[config.mk]
export PLATFORM = sky130hd
export DESIGN_NAME = nand_status_poller
export DESIGN_NICKNAME = d
export VERILOG_FILES = /design/src/rtl/nsp_pkg.sv /design/src/rtl/nsp_spi_xfer.sv /design/src/rtl/nsp_ecc_classify.sv /design/src/rtl/nsp_poll_ctrl.sv /design/src/rtl/nand_status_poller.sv
export SDC_FILE = /design/constraint.sdc
export NUM_CORES = 1
export LEC_CHECK = 0
export BUFFER_PORTS_ARGS = -buffer_cell sky130_fd_sc_hd__buf_2
export CAP_MARGIN = 20
export CORE_ASPECT_RATIO = 0.6
export CORE_UTILIZATION = 45
export DETAILED_ROUTE_END_ITERATION = 8
export PLACE_DENSITY = 0.6
export SYNTH_ARGS = -nofsm -noshare
export SYNTH_HDL_FRONTEND = slang
export SYNTH_SLANG_ARGS = --single-unit
export TNS_END_PERCENT = 100
[constraint.sdc]
create_clock -name clk -period 5 [get_ports clk]
set_clock_uncertainty 0.2 [all_clocks]
set_input_delay 0 -clock clk [delete_from_list [all_inputs] [get_ports clk]]
set_output_delay 0 -clock clk [all_outputs]
set_load 0.01 [all_outputs]
[src/rtl/nsp_pkg.sv]
package nsp_pkg;
  typedef enum logic [1:0] {
    ECC_OK      = 2'd0,
    ECC_REFRESH = 2'd1,
    ECC_ERROR   = 2'd2
  } ecc_res_e;

  localparam logic [7:0] OP_GET_FEATURE = 8'h0F;
  localparam logic [7:0] REG_MAIN       = 8'hC0;
  localparam logic [7:0] REG_AUX        = 8'hF0;

  function automatic logic scheme_uses_aux(input logic [2:0] s);
    return (s == 3'd2) || (s == 3'd3);
  endfunction
endpackage

[src/rtl/nsp_spi_xfer.sv]
module nsp_spi_xfer #(
  parameter int SCK_HALF = 2
) (
  input  logic       clk,
  input  logic       rst_n,
  input  logic       go,
  input  logic [7:0] addr,
  output logic       busy,
  output logic       done,
  output logic [7:0] rx,
  output logic       sclk,
  output logic       cs_n,
  output logic       mosi,
  input  logic       miso
);
  localparam int HC_W  = (SCK_HALF > 1) ? $clog2(SCK_HALF) : 1;
  localparam int GAP   = 2 * SCK_HALF;
  localparam int GAP_W = $clog2(GAP + 1);
  localparam int NBITS = 24;

  typedef enum logic [1:0] {X_IDLE, X_SHIFT, X_GAP} xst_e;
  xst_e             st;
  logic [NBITS-1:0] tx;
  logic [4:0]       bitn;
  logic [HC_W-1:0]  hc;
  logic [GAP_W-1:0] gc;

  assign busy = (st != X_IDLE);
  assign mosi = tx[NBITS-1];

  always_ff @(posedge clk or negedge rst_n) begin
    if (!rst_n) begin
      st   <= X_IDLE;
      tx   <= '0;
      rx   <= '0;
      bitn <= '0;
      hc   <= '0;
      gc   <= '0;
      sclk <= 1'b0;
      cs_n <= 1'b1;
      done <= 1'b0;
    end else begin
      done <= 1'b0;
      case (st)
        X_IDLE: if (go) begin
          tx   <= {nsp_pkg::OP_GET_FEATURE, addr, 8'h00};
          cs_n <= 1'b0;
          bitn <= '0;
          hc   <= '0;
          st   <= X_SHIFT;
        end
        X_SHIFT: begin
          if (hc == HC_W'(SCK_HALF - 1)) begin
            hc <= '0;
            if (!sclk) begin
              sclk <= 1'b1;
              rx   <= {rx[6:0], miso};
            end else begin
              sclk <= 1'b0;
              tx   <= {tx[NBITS-2:0], 1'b0};
              if (bitn == 5'(NBITS - 1)) begin
                cs_n <= 1'b1;
                done <= 1'b1;
                gc   <= '0;
                st   <= X_GAP;
              end else begin
                bitn <= bitn + 5'd1;
              end
            end
          end else begin
            hc <= hc + HC_W'(1);
          end
        end
        X_GAP: begin
          if (gc == GAP_W'(GAP - 1)) st <= X_IDLE;
          else gc <= gc + GAP_W'(1);
        end
        default: st <= X_IDLE;
      endcase
    end
  end
endmodule

[src/rtl/nsp_ecc_classify.sv]
module nsp_ecc_classify (
  input  logic [2:0]       scheme,
  input  logic [6:2]       main_f,
  input  logic [1:0]       aux_f,
  output nsp_pkg::ecc_res_e res
);
  import nsp_pkg::*;
  logic [1:0] c2;
  logic [2:0] c3;
  logic [3:0] c4;
  logic [3:0] cx;

  always_comb begin
    c2 = main_f[5:4];
    c3 = main_f[6:4];
    c4 = main_f[5:2];
    cx = {main_f[5:4], aux_f};
    res = ECC_ERROR;
    case (scheme)
      3'd0: res = (c2 == 2'd2) ? ECC_ERROR : (c2 == 2'd3) ? ECC_REFRESH : ECC_OK;
      3'd1: res = (c2 == 2'd0) ? ECC_OK : (c2 == 2'd1) ? ECC_REFRESH : ECC_ERROR;
      3'd2, 3'd3: begin
        if (cx < 4'd7) res = ECC_OK;
        else if (cx == 4'd7) res = ECC_REFRESH;
        else if (scheme == 3'd3 && cx >= 4'd12) res = ECC_REFRESH;
        else res = ECC_ERROR;
      end
      3'd4: begin
        if (c4 < 4'd7) res = ECC_OK;
        else if (c4 == 4'd7 || c4 == 4'd12) res = ECC_REFRESH;
        else res = ECC_ERROR;
      end
      3'd5: res = (c3 < 3'd4) ? ECC_OK : (c3 == 3'd4) ? ECC_REFRESH : ECC_ERROR;
      3'd6: begin
        if (c3 == 3'd0 || c3 == 3'd1 || c3 == 3'd3) res = ECC_OK;
        else if (c3 == 3'd5) res = ECC_REFRESH;
        else res = ECC_ERROR;
      end
      default: res = ECC_ERROR;
    endcase
  end
endmodule

[src/rtl/nsp_poll_ctrl.sv]
module nsp_poll_ctrl #(
  parameter int US_CYCLES = 50,
  parameter int LIMIT_W   = 20
) (
  input  logic               clk,
  input  logic               rst_n,
  input  logic               req_valid,
  output logic               req_ready,
  input  logic [2:0]         req_scheme,
  input  logic [LIMIT_W-1:0] req_limit,
  output logic               x_go,
  output logic [7:0]         x_addr,
  input  logic               x_busy,
  input  logic               x_done,
  input  logic [7:0]         x_rx,
  output logic [2:0]         scheme_q,
  output logic [7:0]         main_q,
  output logic [1:0]         aux_q,
  input  nsp_pkg::ecc_res_e  cls_res,
  output logic               done,
  output nsp_pkg::ecc_res_e  res_q,
  output logic               timeout,
  output logic [7:0]         status
);
  import nsp_pkg::*;
  localparam int DLY_W = $clog2(US_CYCLES + 1);

  typedef enum logic [2:0] {P_IDLE, P_MAIN, P_MAIN_W, P_AUX, P_AUX_W, P_EVAL, P_DELAY} pst_e;
  pst_e               st;
  logic [LIMIT_W-1:0] limit_q;
  logic [LIMIT_W-1:0] polls;
  logic [DLY_W-1:0]   dly;

  assign req_ready = (st == P_IDLE);
  assign x_go      = ((st == P_MAIN) || (st == P_AUX)) && !x_busy;
  assign x_addr    = (st == P_AUX) ? REG_AUX : REG_MAIN;

  always_ff @(posedge clk or negedge rst_n) begin
    if (!rst_n) begin
      st       <= P_IDLE;
      limit_q  <= '0;
      polls    <= '0;
      dly      <= '0;
      scheme_q <= '0;
      main_q   <= '0;
      aux_q    <= '0;
      done     <= 1'b0;
      res_q    <= ECC_OK;
      timeout  <= 1'b0;
      status   <= '0;
    end else begin
      done <= 1'b0;
      case (st)
        P_IDLE: if (req_valid) begin
          scheme_q <= req_scheme;
          limit_q  <= (req_limit == '0) ? LIMIT_W'(1) : req_limit;
          polls    <= '0;
          st       <= P_MAIN;
        end
        P_MAIN:   if (!x_busy) st <= P_MAIN_W;
        P_MAIN_W: if (x_done) begin
          main_q <= x_rx;
          polls  <= polls + LIMIT_W'(1);
          st     <= scheme_uses_aux(scheme_q) ? P_AUX : P_EVAL;
        end
        P_AUX:   if (!x_busy) st <= P_AUX_W;
        P_AUX_W: if (x_done) begin
          aux_q <= x_rx[5:4];
          st    <= P_EVAL;
        end
        P_EVAL: begin
          if (!main_q[0]) begin
            done    <= 1'b1;
            res_q   <= cls_res;
            timeout <= 1'b0;
            status  <= main_q;
            st      <= P_IDLE;
          end else if (polls >= limit_q) begin
            done    <= 1'b1;
            res_q   <= ECC_ERROR;
            timeout <= 1'b1;
            status  <= main_q;
            st      <= P_IDLE;
          end else begin
            dly <= '0;
            st  <= P_DELAY;
          end
        end
        P_DELAY: begin
          if (dly == DLY_W'(US_CYCLES - 1)) st <= P_MAIN;
          else dly <= dly + DLY_W'(1);
        end
        default: st <= P_IDLE;
      endcase
    end
  end
endmodule

[src/rtl/nand_status_poller.sv]
module nand_status_poller #(
  parameter int CLK_MHZ  = 50,
  parameter int SCK_HALF = 2,
  parameter int LIMIT_W  = 20
) (
  input  logic               clk,
  input  logic               rst_n,
  input  logic               req_valid,
  output logic               req_ready,
  input  logic [2:0]         req_scheme,
  input  logic [LIMIT_W-1:0] req_limit,
  output logic               done,
  output logic [1:0]         result,
  output logic               timeout,
  output logic [7:0]         status,
  output logic               spi_sclk,
  output logic               spi_cs_n,
  output logic               spi_mosi,
  input  logic               spi_miso
);
  localparam int US_CYCLES = CLK_MHZ;

  logic              x_go, x_busy, x_done;
  logic [7:0]        x_addr, x_rx;
  logic [2:0]        scheme_q;
  logic [7:0]        main_q;
  logic [1:0]        aux_q;
  nsp_pkg::ecc_res_e cls_res, res_q;

  nsp_spi_xfer #(.SCK_HALF(SCK_HALF)) u_xfer (
    .clk(clk), .rst_n(rst_n), .go(x_go), .addr(x_addr), .busy(x_busy),
    .done(x_done), .rx(x_rx), .sclk(spi_sclk), .cs_n(spi_cs_n),
    .mosi(spi_mosi), .miso(spi_miso)
  );

  nsp_ecc_classify u_cls (
    .scheme(scheme_q), .main_f(main_q[6:2]), .aux_f(aux_q), .res(cls_res)
  );

  nsp_poll_ctrl #(.US_CYCLES(US_CYCLES), .LIMIT_W(LIMIT_W)) u_ctrl (
    .clk(clk), .rst_n(rst_n), .req_valid(req_valid), .req_ready(req_ready),
    .req_scheme(req_scheme), .req_limit(req_limit), .x_go(x_go),
    .x_addr(x_addr), .x_busy(x_busy), .x_done(x_done), .x_rx(x_rx),
    .scheme_q(scheme_q), .main_q(main_q), .aux_q(aux_q), .cls_res(cls_res),
    .done(done), .res_q(res_q), .timeout(timeout), .status(status)
  );

  assign result = res_q;
endmodule

==> results.json <==
{
  "critical_path_buf_inv_count": 0,
  "min_period_over_period": 0.5905,
  "reg2reg_to": "u_ctrl.status[7]",
  "ir_drop_v": 0.0001895,
  "start_util": 0.4669,
  "max_cap_viol_count": 0,
  "cts_sinks": 107,
  "path_cells": "ha_1 > a211o_1 > a31oi_1 > o221ai_1 > a311oi_2 > a21o_1 > mux2_4",
  "antenna_found_initial": 0,
  "p_leak_nw": 2.989,
  "rsz0062_at_grt": "false",
  "drc": 0,
  "yosys_most_used_dff": "dfrtp_1",
  "relSlewSlack": 0.3577,
  "crit_type": "reg -> reg",
  "cp.depth": 7,
  "max_stage_delay_ns": 0.51,
  "root_buffer": "clkbuf_16",
  "critPathRequiredTime_ns": 5.03,
  "cts_tree": "done",
  "synthTopCellsByArea": "dfrtp_1, ha_1, o21ai_0, nand2_1, mux2_2",
  "vias": 3976,
  "numCtsBuffers": 9,
  "crit_fanout": 10,
  "clkLatencyLatePin_ns": 0.35,
  "cellPowerDensity_nw_per_um2": 270.9,
  "routedWlPerCell_um": 14.84,
  "numPortBuffers": 42,
  "ys_ff_latch": 107,
  "r2r_slack_ns": 2.05,
  "slew_violations": 0,
  "core.rowCount": 30,
  "grt-ovfl-total": 0,
  "yosys.area.top_type_share": 0.4963,
  "ant_nets": 0,
  "pin_count": 43,
  "r2r_cells": 7,
  "synth.most_common_cell": "dfrtp_1",
  "first_pass_iters": 5,
  "status": "complete, no violations",
  "grt_pass1_vias": 3625,
  "synth_common_cells": "dfrtp_1, nand2_1, o21ai_0, inv_1, nor2_1",
  "hold_class": "in -> async",
  "min_period_ns": 2.952,
  "path_delay_family": "compound AO/OA/AOI/OAI gates",
  "grt_usage": 0.1952,
  "worstPathArrival_ns": 2.99,
  "ys_seq_area_frac": 0.5012,
  "layout.cells.non_filler": 755,
  "startpoint_type": "register",
  "clk_path_buf_depth": 2,
  "synth_nets": 587,
  "clock.fmax_mhz": 338.7,
  "layout.nets": 646,
  "dpl.cell_count": 711,
  "critPathCaptureType": "register",
  "die_h_um": 86.42,
  "grt_pass1_wl_mm": 18.55,
  "dp_hpwl_mm": 7.621,
  "postSynthAreaPerCell_sq_um": 10.07,
  "core_area_sq_um": 11450,
  "place_congestion": 0.8409,
  "crit_path_end": "u_ctrl.status[7]",
  "drt-vias-per-instance": 5.266,
  "netlist_area_sq_um": 5345,
  "die_area_sq_um": 12330,
  "fill_cells": 1004,
  "synth_area_leader_cell": "dfrtp_1",
  "routed_wirelength_mm": 11.20,
  "synth_edf_count": 0,
  "chipWidth_um": 142.7,
  "fin_tns_setup_ns": 0,
  "tightest_slew_ns": 0.9635,
  "crit_path_start": "u_ctrl.polls[2]",
  "finalHoldViolCount": 0,
  "area_delta_synth_final_pct": 17.23,
  "yosys_warnings": 0,
  "clkTransAtPathRegs_ns": 0.07,
  "syn_inst": 531,
  "drt-initial-drc-count": 218,
  "grt_max_degree": 76,
  "reg2reg_from": "u_ctrl.polls[2]",
  "async_flop_share": 1.000,
  "drive_gt1_frac": 0.1597,
  "htree_levels": 3,
  "synth_cell_types": 54,
  "setup_violations": 0,
  "slowest_stage": "a21o_1",
  "n_antenna_cell": 0
}
power breakdown:
part | internal, mW | switching [mW] | total, mW
Sequential | 0.868 | 0.00276 | 0.871
Clock | 0.443 | 0.333 | 0.776
Combinational | 0.0244 | 0.0260 | 0.0504
state kept, by name (all words and copies together) (netlist names), 3 cells and up:
| name | count |
|---|---|
| u_xfer.tx | 12 |
| u_ctrl.polls | 20 |
| u_ctrl.dly | 6 |
| u_xfer.rx | 8 |
| u_ctrl.status | 8 |
| u_ctrl.main_q | 8 |
| u_ctrl.scheme_q | 3 |
| u_xfer.gc | 3 |
| u_ctrl.limit_q | 20 |
| u_xfer.bitn | 5 |
| u_ctrl.st | 3 |
metrics by stage:
| stage | hold slack [ns] | cell area [sq um] | power (mW) | setup WS (ns) | utilization |
|---|---|---|---|---|---|
| after detailed placement | 0.02176 | 5653 | 0.9240 | 2.079 | 0.4938 |
| final | 0.1361 | 6266 | 1.697 | 2.048 | 0.5473 |
| after global routing | 0.2112 | 6266 | 1.753 | 1.852 | 0.5473 |
| after floorplan | -0.4956 | 5345 | 0.8913 | 2.529 | - |
| after CTS | 0.1764 | 6225 | 1.715 | 2.046 | 0.5437 |
| after global placement | 0.006824 | 5653 | 0.9226 | 2.128 | 0.4938 |
worst min path at each step:
stage | from | depth (start not counted) | end
2_1_floorplan | rst_n | 0 | u_ctrl.aux_q[0]
3_3_place_gp | rst_n | 1 | u_xfer.gc[1]
3_5_place_dp | rst_n | 1 | u_xfer.gc[0]
4_1_cts | req_scheme[1] | 4 | u_ctrl.scheme_q[1]
5_1_grt | req_scheme[1] | 4 | u_ctrl.scheme_q[1]
6_report | rst_n | 2 | u_xfer.gc[0]
layout make-up:
| type | instances | area (sq um) | area share |
|---|---|---|---|
| multi-input cells | 358 | 2392 | 0.3818 |
| flip-flops and latches | 107 | 2679 | 0.4275 |
| clock buffers | 9 | 225.2 | 0.03594 |
| clock inverters | 7 | 96.34 | 0.01538 |
| repair buffers | 71 | 511.7 | 0.08167 |
| inverters | 43 | 161.4 | 0.02576 |
| well taps | 160 | 200.2 | 0.03195 |
logic make-up after synthesis:
logic type / count (synthesis) / synth area share
AND/OR/NAND/NOR: 178 / 0.1622
flip-flops: 107 / 0.5012
AO/OA/AOI/OAI: 99 / 0.1138
buffers and inverters: 66 / 0.05150
multiplexers: 30 / 0.06742
adder cells (fa/ha/maj): 29 / 0.06788
XOR/XNOR: 22 / 0.03605
layer usage:
| metal | vias up | GRT usage | share of wire |
|---|---|---|---|
| li1 | 1947 | - | - |
| met1 | 1921 | 0.3015 | 0.54 |
| met2 | 100 | 0.2723 | 0.41 |
| met3 | 8 | 0.04199 | 0.038 |
| met4 | 0 | 0.05279 | 0.0085 |
| met5 | - | 0 | 0 |
cells in the final DEF (no fill, tap or decap), types with 2 or more instances in the layout:
cell,instances
a211o_1,2
a21oi_1,14
a22o_1,5
a31oi_1,3
and2_1,2
and3_1,4
and4_1,3
buf_2,41
buf_4,2
bufinv_16,2
clkbuf_16,9
clkinv_2,2
dfrtp_1,106
dlygate4sd3_1,26
ha_1,29
inv_1,43
inv_6,3
mux2_2,20
mux2_4,7
mux2i_1,3
nand2_1,62
nand2b_1,9
nand3_1,16
nand4_1,12
nand4b_1,2
nor2_1,40
nor2b_1,2
nor3_1,10
nor4_1,5
o211ai_1,2
o21a_1,3
o21ai_0,49
o22ai_1,6
o31ai_1,2
or3_1,4
xnor2_1,7
xor2_1,15
timing repair:
item                                   in CTS  in global routing
setup endpoints to repair                   0                  0
buffers inserted                            0                  0
gates resized for setup                     0                  0
hold buffers                               25                  1
endpoints found under the hold margin      97                  3
Note: power is estimated with default switching activity, not from simulation.
